$ cat src/rtl/irqc_pkg.sv
// Shared definitions for the eight-level interrupt controller.
// Assumes the register width equals the number of levels.
package irqc_pkg;
    localparam int IRQC_LEVELS = 8;

    // Position in the initialization word sequence
    typedef enum logic [1:0] {
        SEQ_IDLE,
        SEQ_BASE,
        SEQ_LINK,
        SEQ_MODE
    } seq_state_e;

    // Command byte bit positions decoded by the controller
    localparam int CB_INIT   = 4;
    localparam int CB_CTRL   = 3;
    localparam int CB_EOI    = 5;
    localparam int CB_SPEC   = 6;
    localparam int CB_SMM_EN = 6;
    localparam int CB_SMM_ON = 5;
    localparam int CB_RS_EN  = 1;
    localparam int CB_RS_ISR = 0;
    localparam int IW_SINGLE = 1;
    localparam int IW_NEED4  = 0;
    localparam int IW_AUTO   = 1;
endpackage

$ cat src/rtl/irqc_req.sv
// Request register: captures rising input edges, drops a request whose
// input falls before it is acknowledged, and clears the acknowledged bit.
// Assumes inputs are already synchronous to clk.
module irqc_req #(
    parameter int N = 8
) (
    input  logic         clk,
    input  logic         rst_n,
    input  logic [N-1:0] irq_in,
    input  logic [N-1:0] ack_clr,
    output logic [N-1:0] irr
);
    logic [N-1:0] prev;
    logic [N-1:0] rise;
    logic [N-1:0] fall;

    // Edge detection against last cycle's input sample
    always_comb begin
        rise = irq_in & ~prev;
        fall = ~irq_in & prev;
    end

    // Input history and request bits
    always_ff @(posedge clk) begin
        if (!rst_n) begin
            prev <= '0;
            irr  <= '0;
        end else begin
            prev <= irq_in;
            irr  <= (irr & ~fall & ~ack_clr) | rise;
        end
    end

    // a rising input shows up as a pending request
    a_r5_rise_sets: assert property (@(posedge clk) disable iff (!rst_n)
        (rise != '0) |=> ((irr & $past(rise)) == $past(rise)));
    // a falling input leaves no pending request
    a_r5_fall_clears: assert property (@(posedge clk) disable iff (!rst_n)
        (fall != '0) |=> ((irr & $past(fall)) == '0));
endmodule

$ cat src/rtl/irqc_prio.sv
// Fixed-priority resolver: level 0 wins. Finds the highest-priority
// in-service level and the best eligible request below that cutoff.
// Purely combinational.
module irqc_prio #(
    parameter int N  = 8,
    localparam int LW = $clog2(N)
) (
    input  logic [N-1:0]  irr,
    input  logic [N-1:0]  imr,
    input  logic [N-1:0]  isr,
    input  logic          special,
    output logic          win_vld,
    output logic [LW-1:0] win_lvl,
    output logic          top_vld,
    output logic [LW-1:0] top_lvl
);
    logic [N-1:0] allow;
    logic [N-1:0] elig;

    // Highest-priority level currently in service
    always_comb begin
        top_vld = 1'b0;
        top_lvl = '0;
        for (int i = N - 1; i >= 0; i--) begin
            if (isr[i]) begin
                top_vld = 1'b1;
                top_lvl = LW'(i);
            end
        end
    end

    // Priority cutoff and eligibility per level
    always_comb begin
        for (int i = 0; i < N; i++) begin
            allow[i] = special || !top_vld || (i < int'(top_lvl));
        end
        elig = irr & ~imr & ~isr & allow;
    end

    // Lowest-index eligible request wins
    always_comb begin
        win_vld = 1'b0;
        win_lvl = '0;
        for (int i = N - 1; i >= 0; i--) begin
            if (elig[i]) begin
                win_vld = 1'b1;
                win_lvl = LW'(i);
            end
        end
    end
endmodule

$ cat src/rtl/irqc_cfg.sv
// Command and data port decoder: runs the initialization word sequence,
// holds mask, vector base and mode bits, and decodes end-of-interrupt
// commands into pulses for the in-service register.
// Assumes one-cycle write strobes.
module irqc_cfg
    import irqc_pkg::*;
#(
    parameter int N  = 8,
    localparam int LW = $clog2(N)
) (
    input  logic          clk,
    input  logic          rst_n,
    input  logic          wr,
    input  logic          sel,
    input  logic [N-1:0]  wdata,
    output logic [N-1:0]  imr,
    output logic [N-1:0]  vbase,
    output logic          aeoi,
    output logic          special,
    output logic          rd_isr,
    output logic          eoi_ns,
    output logic          eoi_sp,
    output logic [LW-1:0] eoi_lvl
);
    seq_state_e seq;
    logic       single_q;
    logic       need4_q;
    logic       cmd_wr, dat_wr, is_init, is_ctrl, is_eoi;

    // Command class decode
    always_comb begin
        cmd_wr  = wr && !sel;
        dat_wr  = wr && sel;
        is_init = cmd_wr && wdata[CB_INIT];
        is_ctrl = cmd_wr && !wdata[CB_INIT] && wdata[CB_CTRL];
        is_eoi  = cmd_wr && !wdata[CB_INIT] && !wdata[CB_CTRL] && wdata[CB_EOI];
        eoi_sp  = is_eoi && wdata[CB_SPEC];
        eoi_ns  = is_eoi && !wdata[CB_SPEC];
        eoi_lvl = wdata[LW-1:0];
    end

    // Sequence state, mask, base and mode registers
    always_ff @(posedge clk) begin
        if (!rst_n) begin
            seq      <= SEQ_IDLE;
            single_q <= 1'b0;
            need4_q  <= 1'b0;
            imr      <= '1;
            vbase    <= '0;
            aeoi     <= 1'b0;
            special  <= 1'b0;
            rd_isr   <= 1'b0;
        end else if (is_init) begin
            seq      <= SEQ_BASE;
            single_q <= wdata[IW_SINGLE];
            need4_q  <= wdata[IW_NEED4];
        end else if (is_ctrl) begin
            if (wdata[CB_RS_EN])  rd_isr  <= wdata[CB_RS_ISR];
            if (wdata[CB_SMM_EN]) special <= wdata[CB_SMM_ON];
        end else if (dat_wr) begin
            case (seq)
                SEQ_IDLE: imr <= wdata;
                SEQ_BASE: begin
                    vbase <= {wdata[N-1:LW], {LW{1'b0}}};
                    if (!single_q)    seq <= SEQ_LINK;
                    else if (need4_q) seq <= SEQ_MODE;
                    else              seq <= SEQ_IDLE;
                end
                SEQ_LINK: seq <= need4_q ? SEQ_MODE : SEQ_IDLE;
                SEQ_MODE: begin
                    aeoi <= wdata[IW_AUTO];
                    seq  <= SEQ_IDLE;
                end
                default:  seq <= SEQ_IDLE;
            endcase
        end
    end

    // configuration comes out of reset masked and in default modes
    a_r1_reset_cfg: assert property (@(posedge clk) disable iff (!rst_n)
        $past(!rst_n) |-> (imr == '1 && !aeoi && !special && !rd_isr && seq == SEQ_IDLE));
    // an init command always restarts at the base word
    a_r2_init_restart: assert property (@(posedge clk) disable iff (!rst_n)
        is_init |=> seq == SEQ_BASE);
    // single mode never visits the link word
    a_r2_single_skip: assert property (@(posedge clk) disable iff (!rst_n)
        (dat_wr && seq == SEQ_BASE && single_q) |=> seq != SEQ_LINK);
    // an idle data write lands in the mask
    a_r3_mask_load: assert property (@(posedge clk) disable iff (!rst_n)
        (dat_wr && seq == SEQ_IDLE) |=> imr == $past(wdata));
endmodule

$ cat src/rtl/irq_ctrl8.sv
// Eight-level interrupt controller top: request capture, priority
// resolution, in-service tracking, acknowledge vector and port readback.
// Assumes ack is a one-cycle pulse sampled with the current ack_vector.
module irq_ctrl8
    import irqc_pkg::*;
#(
    parameter int N  = IRQC_LEVELS,
    localparam int LW = $clog2(N)
) (
    input  logic         clk,
    input  logic         rst_n,
    input  logic         bus_wr,
    input  logic         bus_sel,
    input  logic [N-1:0] bus_wdata,
    output logic [N-1:0] bus_rdata,
    input  logic [N-1:0] irq_in,
    input  logic         ack,
    output logic [N-1:0] ack_vector,
    output logic         int_out
);
    localparam logic [N-1:0] ONE = {{(N-1){1'b0}}, 1'b1};

    logic [N-1:0]  irr, imr, isr, vbase;
    logic [N-1:0]  ack_clr, isr_set, isr_clr;
    logic          aeoi, special, rd_isr, eoi_ns, eoi_sp;
    logic [LW-1:0] eoi_lvl;
    logic          win_vld, top_vld, take;
    logic [LW-1:0] win_lvl, top_lvl;

    irqc_cfg #(.N(N)) u_cfg (
        .clk(clk), .rst_n(rst_n), .wr(bus_wr), .sel(bus_sel), .wdata(bus_wdata),
        .imr(imr), .vbase(vbase), .aeoi(aeoi), .special(special), .rd_isr(rd_isr),
        .eoi_ns(eoi_ns), .eoi_sp(eoi_sp), .eoi_lvl(eoi_lvl)
    );

    irqc_req #(.N(N)) u_req (
        .clk(clk), .rst_n(rst_n), .irq_in(irq_in), .ack_clr(ack_clr), .irr(irr)
    );

    irqc_prio #(.N(N)) u_prio (
        .irr(irr), .imr(imr), .isr(isr), .special(special),
        .win_vld(win_vld), .win_lvl(win_lvl), .top_vld(top_vld), .top_lvl(top_lvl)
    );

    // Acknowledge and end-of-interrupt effects on request and in-service bits
    always_comb begin
        take    = ack && win_vld;
        ack_clr = take ? (ONE << win_lvl) : '0;
        isr_set = (take && !aeoi) ? (ONE << win_lvl) : '0;
        if (eoi_sp)                 isr_clr = ONE << eoi_lvl;
        else if (eoi_ns && top_vld) isr_clr = ONE << top_lvl;
        else                        isr_clr = '0;
    end

    // In-service register
    always_ff @(posedge clk) begin
        if (!rst_n) isr <= '0;
        else        isr <= (isr & ~isr_clr) | isr_set;
    end

    // Outputs: interrupt line, vector and port readback
    always_comb begin
        int_out    = win_vld;
        ack_vector = vbase | N'(win_lvl);
        bus_rdata  = bus_sel ? imr : (rd_isr ? isr : irr);
    end

    // interrupt-out never fires for a masked or in-service winner
    a_r6_clean_winner: assert property (@(posedge clk) disable iff (!rst_n)
        int_out |-> (irr[win_lvl] && !imr[win_lvl] && !isr[win_lvl]));
    // an acknowledge in normal mode puts the winner in service
    a_r7_ack_in_service: assert property (@(posedge clk) disable iff (!rst_n)
        (ack && int_out && !aeoi && !bus_wr) |=> isr[$past(win_lvl)]);
    // the acknowledged request is no longer pending
    a_r7_ack_clears_req: assert property (@(posedge clk) disable iff (!rst_n)
        (ack && int_out && !irq_in[win_lvl]) |=> !irr[$past(win_lvl)]);
    // automatic end-of-interrupt leaves the in-service register alone
    a_r8_auto_eoi_hold: assert property (@(posedge clk) disable iff (!rst_n)
        (ack && aeoi && !bus_wr) |=> $stable(isr));
    // non-specific end-of-interrupt with nothing in service is a no-op
    a_r9_eoi_idle: assert property (@(posedge clk) disable iff (!rst_n)
        (eoi_ns && isr == '0 && !ack) |=> isr == '0);
    // non-specific end-of-interrupt removes exactly one level
    a_r9_eoi_one: assert property (@(posedge clk) disable iff (!rst_n)
        (eoi_ns && isr != '0 && !ack) |=> $countones(isr) == $countones($past(isr)) - 1);
endmodule

$ cat config.mk
export PLATFORM = sky130hd
export DESIGN_NAME = irq_ctrl8
export DESIGN_NICKNAME = d
export VERILOG_FILES = /design/src/rtl/irqc_pkg.sv /design/src/rtl/irqc_req.sv /design/src/rtl/irqc_prio.sv /design/src/rtl/irqc_cfg.sv /design/src/rtl/irq_ctrl8.sv
export SDC_FILE = /design/constraint.sdc
export NUM_CORES = 1
export LEC_CHECK = 0
export BUFFER_PORTS_ARGS = -buffer_cell sky130_fd_sc_hd__buf_4
export CORE_ASPECT_RATIO = 0.75
export CORE_MARGIN = 2
export CORE_UTILIZATION = 51
export CTS_CLUSTER_SIZE = 24
export DETAILED_ROUTE_END_ITERATION = 8
export GPL_TIMING_DRIVEN = 0
export PLACE_DENSITY = 0.85
export SYNTH_ARGS = -nofsm -noshare
export SYNTH_HDL_FRONTEND = slang
export SYNTH_SLANG_ARGS = --single-unit
$ cat constraint.sdc
create_clock -name clk -period 1.7 [get_ports clk]
set_input_delay 0.085 -clock clk [delete_from_list [all_inputs] [get_ports clk]]
set_output_delay 0.085 -clock clk [all_outputs]
set_load 0.05 [all_outputs]
[Yosys cells after proc, flatten, opt, wreduce, memory -nomap -nowiden]
Index checks and enable logic that the tools add are counted.
Operators by class
  $lt $le $gt $ge: 7
  equal/unequal tests: 4
  shift-type cells: 3
  multiplexer cells: 44
  bitwise operators: 21
  reduce and logical (&&, ||, !) cells: 38
Operator list (number)
  8-bit bitwise AND: 8
  8-bit inverter: 7
  3-bit 2-to-1 mux: 16
  8-bit 2-to-1 mux: 6
  1-bit by 3-bit << shifter with 8-bit output (first input constant): 3
  1-bit 2-to-1 mux: 19
  8-bit bitwise OR: 2
  1-bit logical AND: 12
  3-bit AND reduction: 4
  4-bit AND reduction: 3
  3-bit < comparator (first input constant): 3
  1-bit logical OR: 8
  8-bit by 3-bit bitwise OR with 8-bit output: 1
  1-bit logical NOT: 6
  1-bit by 3-bit < comparator with 1-bit output (first input constant): 2
  2-bit by 3-bit < comparator with 1-bit output (first input constant): 2
  2-bit one-hot mux with 3 select lines: 1
  2-bit equality test (second input constant): 2
  2-bit 2-to-1 mux: 2
  4-bit nonzero test: 1
  1-bit inverter: 3
  3-bit nonzero test: 1
  2-bit by 1-bit equality test with 1-bit output (second input constant): 1
  2-bit logical NOT: 1
  other kinds (3): 3
Storage, ports and cells
  register bits after elaboration: 44
  input bits: 21
  word-level logic and storage cells: 129

[Logic depth before layout (Yosys ltp)]
  depth in word-level cells: 25
  gate-level depth with buffers: 7
  depth with buffers taken out: 6

[Hierarchy]
Synthesis repeated with hierarchy kept, for this count alone.
Second synthesis, totals
  cells, all modules: 300
  area, all modules: 2551.2 µm²
By module, submodules not included
  irqc_cfg: instances 1, cells an instance 100, area each 918.4 µm², sequential area each 400.4 µm²
  irq_ctrl8: instances 1, cells an instance 88, area each 691.9 µm², sequential area each 160.2 µm²
  irqc_req: instances 1, cells an instance 57, area each 581.8 µm², sequential area each 320.3 µm²
  irqc_prio: instances 1, cells an instance 55, area each 359.1 µm², sequential area each 0.0 µm²

[Least setup slack after synthesis]
OpenSTA, ideal clock, no wires.
  path type: register -> output
  start point: register isr[2]
  end point: output ack_vector[1]
  data arrival time: 2.040 ns
  slack: -0.425 ns
  stages on the path, launching flop included: 7
  buffers on the path: 1
  path through: dfxtp_1 > buf_2 > nor4_4 > o221ai_1 > o32ai_2 > nand2_1 > a21boi_1
Between the ends
  longest elaborated chain between the ends: 15
Ends and longest elaborated chain
  from (decl): RTL line irq_ctrl8.sv:23  | logic [N-1:0] irr, imr, isr, vbase;
  from (signal assigned): RTL line irq_ctrl8.sv:58  | else isr <= (isr & ~isr_clr) | isr_set;
  parallel branches: the longest is 5 deep, another holds 3-bit < comparator
  8-bit bitwise AND (*): RTL line irqc_prio.sv:37  | elig = irr & ~imr & ~isr & allow;
  3-bit 2-to-1 mux or 8-bit bitwise AND (tied branches): RTL line irqc_prio.sv:45, irqc_prio.sv:37
  3-bit 2-to-1 mux (6 in a row): RTL line irqc_prio.sv:45  | if (elig[i]) begin
  3-bit 2-to-1 mux (*): RTL line irqc_prio.sv:45
  8-bit by 3-bit bitwise OR with 8-bit output (*): RTL line irq_ctrl8.sv:64  | ack_vector = vbase | N'(win_lvl);
  to (decl): RTL line irq_ctrl8.sv:18  | output logic [N-1:0] ack_vector,
Mark *: on every way between the ends.

[Worst setup path after layout]
  start point: register isr[7]
  end point: output ack_vector[1]
Between the ends
  longest elaborated chain between the ends: 20
Ends and longest elaborated chain (RTL line)
  parallel branches: the longest is 10 deep, another holds 3-bit < comparator
  8-bit bitwise AND (*): irqc_prio.sv:37
  3-bit 2-to-1 mux or 8-bit bitwise AND (tied branches): irqc_prio.sv:45, irqc_prio.sv:37
  3-bit 2-to-1 mux (6 in a row): irqc_prio.sv:45
  3-bit 2-to-1 mux (*): irqc_prio.sv:45
  8-bit by 3-bit bitwise OR with 8-bit output (*): irq_ctrl8.sv:64
Marked as above.

==> impl_results.md <==
* TritonCTS clock tree: yes
* Slowest cell on the critical path: dfxtp_1
* Startpoint Class: flip-flop
* Logic pwr share at 26.0%
* Antenna diodes at 0
* WP data required at 1620 ps
* Synthesized Nets at 317
* Worst-path maximum fanout at 6
* Die Wd at 82.4 um
* Slew Viols, Final at 0
* Top delay family on crit path: compound AO/OA/AOI/OAI gates
* Die area at 5180 sq um
* Net Sw Frac at 33.8%
* Starting Density at 53.0%
* Cell variety after synth at just over 50
* Lkg Pwr at 1.21 nW
* Tcrit/Tclk final at 119%
* Clock Latency Late Sink at 310 ps
* Drt total wl at 6.77 mm
* Core Footprint at 4440 sq um
* Initial antenna violation count at 0
* Outcome: finished, violations left
* Synth warn at 0
* Measured slew at the worst slew-check pin at between 500 and 600 ps
* Die Ht at 62.8 um
* RSZ-0062 raised after global routing: yes
* Placed insts at 388
* Min Clock Period, post-route at 2020 ps
* Via count at 2438
* Drt first pass iters at 4
* Final #Nets at 375
* Remaining antenna violation count at 0
* Internal power at 1.62 mW
* CP arrival at between 1500 and 2000 ps
* Clock Tree Root: clkbuf_8
* Pin count of the biggest net entering global routing at 15
* Switching Power at 0.829 mW
* Mapped cell area at between 2000 and 2500 sq um
* Count of input and output buffers at 35
* Setup ws final at -323 ps
* Drt drc at 0
* Clock power share at 27.7%
* Sequential share of the synthesized area at 37.4%
* Crit path kind: flip-flop to output port
* Synth Register Bits at 44
* Power density over the cells at roughly 800 nW/um^2
* Area Overhead vs Synth at 30.8%
* Critical Path Sink Type: output port
* Final non-filler cell total at approximately 410
* # H-tree levels at 2
* Total CTS buffers at 5
* Maximum vdd drop at 534 uV
* Sequential Power Share at 46.3%
* Fmax at between 400 and 500 MHz
* Hold WC Path Type: primary input to flip-flop
* GRT Resource Usage Total at a little over a quarter
* Final Setup Violations at 11
* Ys flop type: dfxtp_1
* Initial drt markers at 286
* Global-route wire length before repair at 10.8 mm
* Gate Count Post-Synth at 296
* Max Cap Viol at 0
* Min Hold Slack at 1.18 ps
* IO Pins at 38
* Slew HR at between 60% and 70%
* Critical path's largest stage delay at around 480 ps
* HPWL after DPL at 4.73 mm
* Cell-by-cell trace of the critical path: nor2b_1 -> o221ai_2 -> o32ai_2 -> nand2_1 -> a21boi_2 -> buf_6
* Failing checks: setup timing
* Gpl congestion at 0.929
* Fillcell total at about 370
* Avg WL per Cell at approximately 16 um
* Worst-path clk slew at 90 ps
* Drt via density at 5.92
* Num rows at 21
* Syn Area/Cell at 7.95 sq um
* Total grt overflow at 0
* Async SR Flop Fraction at 0%
* Share of cells above drive strength 1 at 25.6%
* Maximum clock path buffer count at 2
* Clock skew at roughly 14 ps
* Vias in the first global route at about 2300
* Final setup TNS at -1660 ps
* Sink Count at 44
* CP bufs+invs at 1
* Final hold violation count at 0
* Post-synth EDFFs at 0
[metal layers]
layer / vias up / part of all wire (%) / GRT usage (%)
met5: - / 0 / 0
met4: 0 / 2.0 / 8.75
met3: 16 / 6.3 / 4.91
met2: 91 / 45 / 41.1
met1: 1162 / 46 / 39.0
li1: 1169 / - / -
[final timing paths]
| path | slack [ps] | startpoint | end | cells past startpoint |
|---|---|---|---|---|
| setup / recovery | -320 | isr[7] | ack_vector[1] | 6 |
| setup reg to reg | -150 | isr[7] | u_req.irr[6] | 7 |
| hold reg to reg | 450 | u_req.prev[7] | u_req.irr[7] | 1 |
| hold / removal | 1 | irq_in[5] | u_req.prev[5] | 2 |
[cells by family after synthesis]
group	share of synthesized area [%]
and+or+nand+nor	31.7
AOI/OAI and AO/OA	21.9
DFF	37.4
buffers and inverters	4.36
muxes	4.68
[worst reg2reg max path, stage by stage, from the launching register on]
cell and delay (ps):
dfxtp_1 480, nor4_2 100, a211oi_1 300, nand2_1 150
nand4b_4 150, buf_6 150, a22oi_1 90, a311o_1 320
[cells in the final DEF (no fill, tap or decap), types with 4 or more instances in the layout]
master / n
nand4_1: 4
o21ai_0: 9
nand2_1: 50
clkbuf_1: 10
buf_6: 7
and2_1: 9
dfxtp_1: 34
buf_4: 41
mux2i_1: 11
a21oi_1: 18
nand2b_1: 9
o21ai_1: 8
clkbuf_8: 5
dfxtp_4: 4
nor2b_1: 6
dfxtp_2: 6
nor2_1: 20
inv_1: 11
dlygate4sd3_1: 7
nand3_1: 20
[sequential cells by signal, indices dropped and copies added, names as in the netlist]
signal,count
u_cfg.rd_isr,1
u_cfg.imr,8
isr,8
u_req.prev,8
u_cfg.special,1
u_cfg.need4_q,1
u_cfg.vbase,5
u_req.irr,8
u_cfg.seq,2
u_cfg.aeoi,1
u_cfg.single_q,1
[what timing repair did]
action,4_1_cts,5_1_grt
resized for setup,30,5
buffers inserted,13,1
setup endpoints to repair,23,25
pin swaps,10,3
endpoints found under the hold margin,6,1
hold buffers,6,1
[through the flow]
step | power, mW | setup slack, ps | util (%) | cell area (sq um)
CTS | 2.43 | -347 | 69.1 | 3070
global placement | 1.70 | -309 | 61.1 | 2710
floorplan | 1.53 | -158 | - | 2380
finish | 2.45 | -323 | 69.3 | 3080
detailed placement | 1.71 | -310 | 61.1 | 2710
global route | 2.55 | -422 | 69.3 | 3080
[synth_stat cells, types with 2 or more instances]
cell type  count  area, sq um
a22oi_1        2         15.0
nor3_1         3         15.0
clkbuf_1      11         41.3
o2bb2ai_1      2         17.5
nand4b_1       2         17.5
nand2_1       50          188
nor3b_1        5         37.5
nand3_1       20          100
o32ai_1        4         35.0
nor2_1        21         78.8
and2_1         9         56.3
o311ai_0       2         17.5
o22ai_1        2         12.5
o221ai_1       3         26.3
o21ai_0       17         85.1
nand4_1        4         25.0
a31oi_1        3         18.8
o211ai_1       3         22.5
nand3b_1       2         15.0
dfxtp_1       44          881
nand2b_1       9         56.3
a21oi_1       19         95.1
buf_2          4         20.0
and3_1         2         12.5
inv_1         11         41.3
nor2b_1        6         37.5
a211oi_1       2         15.0
mux2i_1       11          110
[power by group through the flow]
stage	clock, mW	sequential [mW]	combinational, mW
2_1_floorplan	0	1.14	0.390
3_3_place_gp	0	1.15	0.548
3_5_place_dp	0	1.16	0.559
4_1_cts	0.664	1.13	0.634
5_1_grt	0.723	1.14	0.682
6_report	0.679	1.14	0.637
[cell type report]
cell class                 instances  area, sq um  share of cell area [%]
multi-input combinational        226         1480                    47.9
sequential                        44          903                    29.3
timing repair buffer              54          445                    14.5
tap                               57         71.3                    2.32
clock buffer                       5         68.8                    2.23
buffer                            12         53.8                    1.75
inverter                          11         41.3                    1.34
clock inverter                     3         18.8                   0.610
No activity file was read; power rests on OpenSTA's default activity.
